## src/rtl/mdg_pkg.sv

```systemverilog
`timescale 1ns/1ps
package mdg_pkg;
    localparam int GRP_N = 16;
    localparam int CNT_W = 4;
    localparam int CYC_W = 8;

    typedef logic [CNT_W-1:0] cnt_t;

    typedef enum logic [1:0] {
        OP_ADD   = 2'd0,
        OP_LINK  = 2'd1,
        OP_ISSUE = 2'd2,
        OP_DONE  = 2'd3
    } op_e;

    typedef enum logic [1:0] {
        DEP_WAIT  = 2'd0,
        DEP_PEND  = 2'd1,
        DEP_READY = 2'd2
    } dep_e;

    typedef struct packed {
        cnt_t pred;
        cnt_t pexe;
        cnt_t pdone;
        cnt_t inst;
        cnt_t iss;
        cnt_t done;
    } grp_cnt_t;

    function automatic logic [CNT_W:0] add2(cnt_t a, cnt_t b);
        return {1'b0, a} + {1'b0, b};
    endfunction

    function automatic dep_e dep_of(grp_cnt_t c);
        if ({1'b0, c.pred} > add2(c.pexe, c.pdone)) return DEP_WAIT;
        if (c.pexe != '0) return DEP_PEND;
        return DEP_READY;
    endfunction

    function automatic logic busy(grp_cnt_t c);
        return (c.iss != '0) && (add2(c.iss, c.done) == {1'b0, c.inst});
    endfunction

    function automatic logic finished(grp_cnt_t c);
        return c.done == c.inst;
    endfunction

    function automatic logic [CYC_W-1:0] cyc_max(logic [CYC_W-1:0] a, logic [CYC_W-1:0] b);
        return (a > b) ? a : b;
    endfunction
endpackage

```

## src/rtl/mdg_slot.sv

```systemverilog
`timescale 1ns/1ps
module mdg_slot
    import mdg_pkg::*;
#(
    parameter int GROUPS = mdg_pkg::GRP_N,
    parameter int GID_W  = $clog2(GROUPS)
) (
    input  logic              clk,
    input  logic              rst,
    input  logic              inc_inst,
    input  logic              set_succ,
    input  logic [GID_W-1:0]  succ_idx,
    input  logic              iss_inc,
    input  logic [CYC_W-1:0]  iss_cyc,
    input  logic              done_inc,
    input  logic              pred_add,
    input  logic              pred_add_exec,
    input  logic              pred_start,
    input  logic              pred_finish,
    input  logic              raise_vld,
    input  logic [CYC_W-1:0]  raise_val,
    output grp_cnt_t          cnt_q,
    output logic [GROUPS-1:0] succ_q,
    output logic [CYC_W-1:0]  crit_q,
    output logic [CYC_W-1:0]  self_q
);
    logic waiting;
    assign waiting = (dep_of(cnt_q) == DEP_WAIT);

    always_ff @(posedge clk) begin
        if (rst) begin
            cnt_q  <= '0;
            succ_q <= '0;
            crit_q <= '0;
            self_q <= '0;
        end else begin
            if (inc_inst) cnt_q.inst <= cnt_q.inst + 1'b1;
            if (set_succ) succ_q[succ_idx] <= 1'b1;
            if (iss_inc) begin
                cnt_q.iss <= cnt_q.iss + 1'b1;
                self_q    <= cyc_max(self_q, iss_cyc);
            end
            if (done_inc) begin
                cnt_q.iss  <= cnt_q.iss - 1'b1;
                cnt_q.done <= cnt_q.done + 1'b1;
            end
            if (pred_add) cnt_q.pred <= cnt_q.pred + 1'b1;
            if (pred_add_exec || pred_start) begin
                cnt_q.pexe <= cnt_q.pexe + 1'b1;
            end else if (pred_finish) begin
                cnt_q.pexe  <= cnt_q.pexe - 1'b1;
                cnt_q.pdone <= cnt_q.pdone + 1'b1;
            end
            if (raise_vld && (raise_val > crit_q)) begin
                crit_q <= raise_val;
            end else if (waiting && (crit_q != '0)) begin
                crit_q <= crit_q - 1'b1;
            end
        end
    end
endmodule

```

## src/rtl/mdg_rules.sv

```systemverilog
`timescale 1ns/1ps
module mdg_rules
    import mdg_pkg::*;
#(
    parameter int GROUPS = mdg_pkg::GRP_N,
    parameter int GID_W  = $clog2(GROUPS)
) (
    input  op_e               kind,
    input  logic [GID_W-1:0]  gid,
    input  logic [GID_W-1:0]  peer,
    input  grp_cnt_t          src,
    input  logic [GROUPS-1:0] src_succ,
    input  grp_cnt_t          dst,
    output logic              legal,
    output logic              src_busy,
    output logic              goes_busy,
    output logic              goes_done
);
    logic gid_ok;
    logic peer_ok;

    always_comb begin
        gid_ok    = (gid != '0);
        peer_ok   = (peer != '0) && (peer != gid);
        src_busy  = busy(src);
        goes_busy = ((add2(src.iss, src.done) + 1'b1) == {1'b0, src.inst});
        goes_done = (({1'b0, src.done} + 1'b1) == {1'b0, src.inst});
        case (kind)
            OP_ADD:   legal = gid_ok && (src_succ == '0) && (src.inst != '1);
            OP_LINK:  legal = gid_ok && peer_ok && !finished(src)
                              && !src_succ[peer] && (dst.pred != '1);
            OP_ISSUE: legal = gid_ok && (add2(src.iss, src.done) < {1'b0, src.inst});
            OP_DONE:  legal = gid_ok && (dep_of(src) == DEP_READY) && (src.iss != '0);
            default:  legal = 1'b0;
        endcase
    end
endmodule

```

## src/rtl/mdg_query.sv

```systemverilog
`timescale 1ns/1ps
module mdg_query
    import mdg_pkg::*;
#(
    parameter int GROUPS = mdg_pkg::GRP_N,
    parameter int GID_W  = $clog2(GROUPS)
) (
    input  logic [GID_W-1:0] sel,
    input  grp_cnt_t         cnt_a  [GROUPS],
    input  logic [CYC_W-1:0] crit_a [GROUPS],
    output grp_cnt_t         cnt_o,
    output logic [CYC_W-1:0] crit_o
);
    assign cnt_o  = cnt_a[sel];
    assign crit_o = crit_a[sel];
endmodule

```

## src/rtl/mdg_tracker.sv

```systemverilog
`timescale 1ns/1ps
module mdg_tracker
    import mdg_pkg::*;
#(
    parameter int GROUPS = mdg_pkg::GRP_N,
    parameter int GID_W  = $clog2(GROUPS)
) (
    input  logic             clk,
    input  logic             rst,
    input  logic             op_valid,
    input  logic [1:0]       op_kind,
    input  logic [GID_W-1:0] op_gid,
    input  logic [GID_W-1:0] op_peer,
    input  logic [CYC_W-1:0] op_cyc,
    input  logic [GID_W-1:0] qry_gid,
    output logic [1:0]       qry_dep,
    output logic             qry_executing,
    output logic             qry_executed,
    output logic [CYC_W-1:0] qry_crit,
    output logic [CNT_W-1:0] qry_pred,
    output logic [CNT_W-1:0] qry_pred_exec,
    output logic [CNT_W-1:0] qry_pred_done,
    output logic [CNT_W-1:0] qry_inst,
    output logic [CNT_W-1:0] qry_issued,
    output logic [CNT_W-1:0] qry_done,
    output logic             err
);
    grp_cnt_t          cnt_a  [GROUPS];
    logic [GROUPS-1:0] succ_a [GROUPS];
    logic [CYC_W-1:0]  crit_a [GROUPS];
    logic [CYC_W-1:0]  self_a [GROUPS];
    dep_e              dep_a  [GROUPS];

    op_e               kind;
    logic              legal;
    logic              fire;
    logic              src_busy;
    logic              goes_busy;
    logic              goes_done;
    logic [CYC_W-1:0]  new_self;
    grp_cnt_t          q_cnt;

    assign kind     = op_e'(op_kind);
    assign fire     = op_valid && legal;
    assign new_self = cyc_max(self_a[op_gid], op_cyc);

    mdg_rules #(.GROUPS(GROUPS), .GID_W(GID_W)) rules_i (
        .kind      (kind),
        .gid       (op_gid),
        .peer      (op_peer),
        .src       (cnt_a[op_gid]),
        .src_succ  (succ_a[op_gid]),
        .dst       (cnt_a[op_peer]),
        .legal     (legal),
        .src_busy  (src_busy),
        .goes_busy (goes_busy),
        .goes_done (goes_done)
    );

    for (genvar g = 0; g < GROUPS; g++) begin : g_slot
        logic own;
        logic is_peer;
        logic link_in;
        logic link_exec;
        logic start_in;
        assign own       = (op_gid == GID_W'(g));
        assign is_peer   = (op_peer == GID_W'(g));
        assign link_in   = fire && (kind == OP_LINK) && is_peer;
        assign link_exec = link_in && src_busy;
        assign start_in  = fire && (kind == OP_ISSUE) && goes_busy && succ_a[op_gid][g];

        mdg_slot #(.GROUPS(GROUPS), .GID_W(GID_W)) slot_i (
            .clk           (clk),
            .rst           (rst),
            .inc_inst      (fire && (kind == OP_ADD) && own),
            .set_succ      (fire && (kind == OP_LINK) && own),
            .succ_idx      (op_peer),
            .iss_inc       (fire && (kind == OP_ISSUE) && own),
            .iss_cyc       (op_cyc),
            .done_inc      (fire && (kind == OP_DONE) && own),
            .pred_add      (link_in),
            .pred_add_exec (link_exec),
            .pred_start    (start_in),
            .pred_finish   (fire && (kind == OP_DONE) && goes_done && succ_a[op_gid][g]),
            .raise_vld     (link_exec || start_in),
            .raise_val     (link_exec ? self_a[op_gid] : new_self),
            .cnt_q         (cnt_a[g]),
            .succ_q        (succ_a[g]),
            .crit_q        (crit_a[g]),
            .self_q        (self_a[g])
        );

        assign dep_a[g] = dep_of(cnt_a[g]);
    end

    always_ff @(posedge clk) begin
        if (rst) begin
            err <= 1'b0;
        end else if (op_valid && !legal) begin
            err <= 1'b1;
        end
    end

    mdg_query #(.GROUPS(GROUPS), .GID_W(GID_W)) query_i (
        .sel    (qry_gid),
        .cnt_a  (cnt_a),
        .crit_a (crit_a),
        .cnt_o  (q_cnt),
        .crit_o (qry_crit)
    );

    assign qry_dep       = dep_of(q_cnt);
    assign qry_executing = busy(q_cnt);
    assign qry_executed  = finished(q_cnt);
    assign qry_pred      = q_cnt.pred;
    assign qry_pred_exec = q_cnt.pexe;
    assign qry_pred_done = q_cnt.pdone;
    assign qry_inst      = q_cnt.inst;
    assign qry_issued    = q_cnt.iss;
    assign qry_done      = q_cnt.done;
endmodule

```

## config.mk

```make
export PLATFORM = sky130hd
export DESIGN_NAME = mdg_tracker
export DESIGN_NICKNAME = d
export VERILOG_FILES = /design/src/rtl/mdg_pkg.sv /design/src/rtl/mdg_slot.sv /design/src/rtl/mdg_rules.sv /design/src/rtl/mdg_query.sv /design/src/rtl/mdg_tracker.sv
export SDC_FILE = /design/constraint.sdc
export NUM_CORES = 2
export LEC_CHECK = 0
export BUFFER_PORTS_ARGS = -buffer_cell sky130_fd_sc_hd__clkbuf_2
export CORE_MARGIN = 8
export CORE_UTILIZATION = 60
export CTS_CLUSTER_DIAMETER = 80
export DETAILED_ROUTE_END_ITERATION = 16
export PLACE_DENSITY = 0.76
export SKIP_LAST_GASP = 1
export SYNTH_ARGS = -nofsm -noshare
export SYNTH_HDL_FRONTEND = slang
export SYNTH_HIERARCHICAL = 1
export SYNTH_SLANG_ARGS = --single-unit
```

## constraint.sdc

```tcl
create_clock -name clk -period 10.5 [get_ports clk]
set_input_delay 2.1 -clock clk [delete_from_list [all_inputs] [get_ports clk]]
set_output_delay 2.1 -clock clk [all_outputs]
set_load 0.05 [all_outputs]
```

==> out/results.txt <==
Final Critical Period: 9.41 ns
Drt first pass iters: 9
DR DRC count: 0
Cts hold-fix bufs: 0
Post-DP HPWL: 145000 um
Fin nets: 7414
Number of port buffers: 61
Drt wl/cell: 24.4 um
Fmax achieved: 106 MHz
Die Y: 341 um
Syn Nets: 7484
Die width: 341 um
Routed WL: 201000 um
Max_slew headroom: 18.7%
Post-route insts no fill: 8250
Skew final: 0.0836 ns
Clk_lat worst skew: 0.76 ns
Power, Total: 7.68 mW
Worst Path Max Fanout: 59
Clock-pin slew on the worst setup and hold paths: 0.06 ns
First-pass GRT wire length: 308000 um
Routability cong.: 0.997
Tot GR Track Use: 33.1%
Synth Area per Inst: 9.28 um^2
Critical Path AT: 9.94 ns
Critical Path Start Type: input port
Row cnt: 119
Hold crit path type: reg -> reg
IO Count: 62
Sequential share of power: 44.4%
Fillcell total: 8477
Final Hold Fails: 0
Post-Syn Instances: 6841
Synth warn: 6
Clock share of power: 48.5%
Starting Density: 60.4%
Final setup TNS: 0 ns
Final worst path period share: 89.6%
Largest net degree at the start of global routing: 223
Setup CP Type: in -> reg
Logic pwr share: 7.1%
Via Count: 55810
Vias in the first global route: 52963
Switching fraction of total power: 25.3%
Initial antenna violation count: 7
CTS sink count: 897
Postcts setup bufs: 0
Post-Place Cell Area: 0.0648 mm^2
Core area: 0.105 mm^2
Die ar.: 0.116 mm^2
Final slew viol count: 0
Post-DRT Antenna Nets: 0
Worst setup EP type: flip-flop
Bufs on Longest Clock Path: 3
Max-cap violations: 0
Crit path required time: 11.03 ns
Layout area overhead: 7.67%
Finish-stage setup viols: 0
Pint: 5.74 mW
Layout cells sized above 1: 13.4%
Num CTS Buffers: 99
H-tree Lvls: 3
Status: finished, final reports clean
Number of DRC markers in iteration 0: 6674
Overflow after GRT: 0
Placed cell count: 8061
Vias/cell: 6.76
Post-CTS Resized: 0
Synthesized cell area: 0.0635 mm^2
PwrDens: 112 mW/mm^2
Peak supply drop: 152 uV
Final instance area: 0.0683 mm^2
Net Switching: 1.95 mW
P_leak: 27.0 nW
CTS root buffer: clkbuf_16
TritonCTS clock tree: yes
Slew at the pin with the worst max-slew slack: 1.20 ns
RSZ-0062 raised after global routing: no
## worst max-delay path, stage by stage
cell and delay (ns):
buf_8 0.54, mux4_2 0.59, mux4_2 0.59, ha_1 0.27
fa_1 0.44, xor2_2 0.27, ha_1 0.29, o21ai_0 0.14
a21oi_1 0.06, o31ai_1 0.42, a41oi_1 0.09, a21oi_1 0.60
nand4b_2 0.20, or3_1 0.51, nor2_1 0.59, a21oi_4 0.17
mux2_2 0.34, ha_1 0.33, a21oi_1 0.18, o21ai_0 0.11
nor2_1 0.45, a21o_1 0.41, a311oi_1 0.16
## cell type report
type,instances,area [um^2],share of cell area (%)
antenna,3,7.51,0.0110
clock buffer,142,2890,4.23
clock inverter,44,647,0.946
inverter,535,2010,2.94
multi-input combinational,5092,42000,61.5
sequential,897,18000,26.3
tap,1391,1740,2.55
timing repair buffer,146,1060,1.55
## power groups by stage
| stage | clock, mW | sequential, mW | combinational, mW |
|---|---|---|---|
| 4_1_cts | 3.77 | 3.41 | 0.538 |
| 5_1_grt | 3.91 | 3.41 | 0.588 |
| 6_report | 3.72 | 3.41 | 0.549 |
| 3_5_place_dp | 0 | 3.48 | 0.536 |
| 3_3_place_gp | 0 | 3.48 | 0.526 |
| 2_1_floorplan | 0 | 3.48 | 0.370 |
## layout by cell type, fill, tap and decap left out, drive strengths merged, types with 79 or more instances in the layout
cell    count
a211oi    140
a21oi     575
a22oi      80
a311oi     79
and3       80
buf        95
clkbuf    193
dfxtp     897
ha        582
inv       519
mux2      144
mux2i     122
mux4      367
nand2     251
nand3      95
nand4     243
nor2      857
nor2b     123
o21ai     175
o31ai     167
xnor2     156
xor2      198
## stage by stage
| stage | worst slack (ns) | utilization [%] | hold WS [ns] |
|---|---|---|---|
| final | 1.09 | 65.0 | 0.463 |
| after CTS | 1.37 | 65.0 | 0.469 |
| after global placement | 0.730 | 61.6 | 0.441 |
| after floorplan | 1.72 | - | 0.431 |
| after global routing | 0.736 | 65.0 | 0.490 |
| after detailed placement | 0.685 | 61.6 | 0.453 |
## flip-flops by register name, summed over array words and instances (netlist names)
name                  count
g_slot.slot_i/crit_q    128
g_slot.slot_i/self_q    128
err                       1
g_slot.slot_i/succ_q    256
g_slot.slot_i/cnt_q     384
## worst paths after layout
check | cells past startpoint | endpoint | slack [ns] | start
min reg2reg | 2 | err | 0.46 | err
max | 23 | g_slot[8].slot_i/crit_q[4] | 1.09 | op_gid[0]
max reg2reg | 22 | g_slot[8].slot_i/crit_q[4] | 2.82 | g_slot[15].slot_i/cnt_q[0]
min | 2 | err | 0.46 | err
## routing by layer
layer	global-route usage, %	wire, um
met5	0	11
met4	16.6	11300
met3	7.47	22300
met2	49.7	86400
met1	45.0	81200
Power figures use the tool's default switching activity.
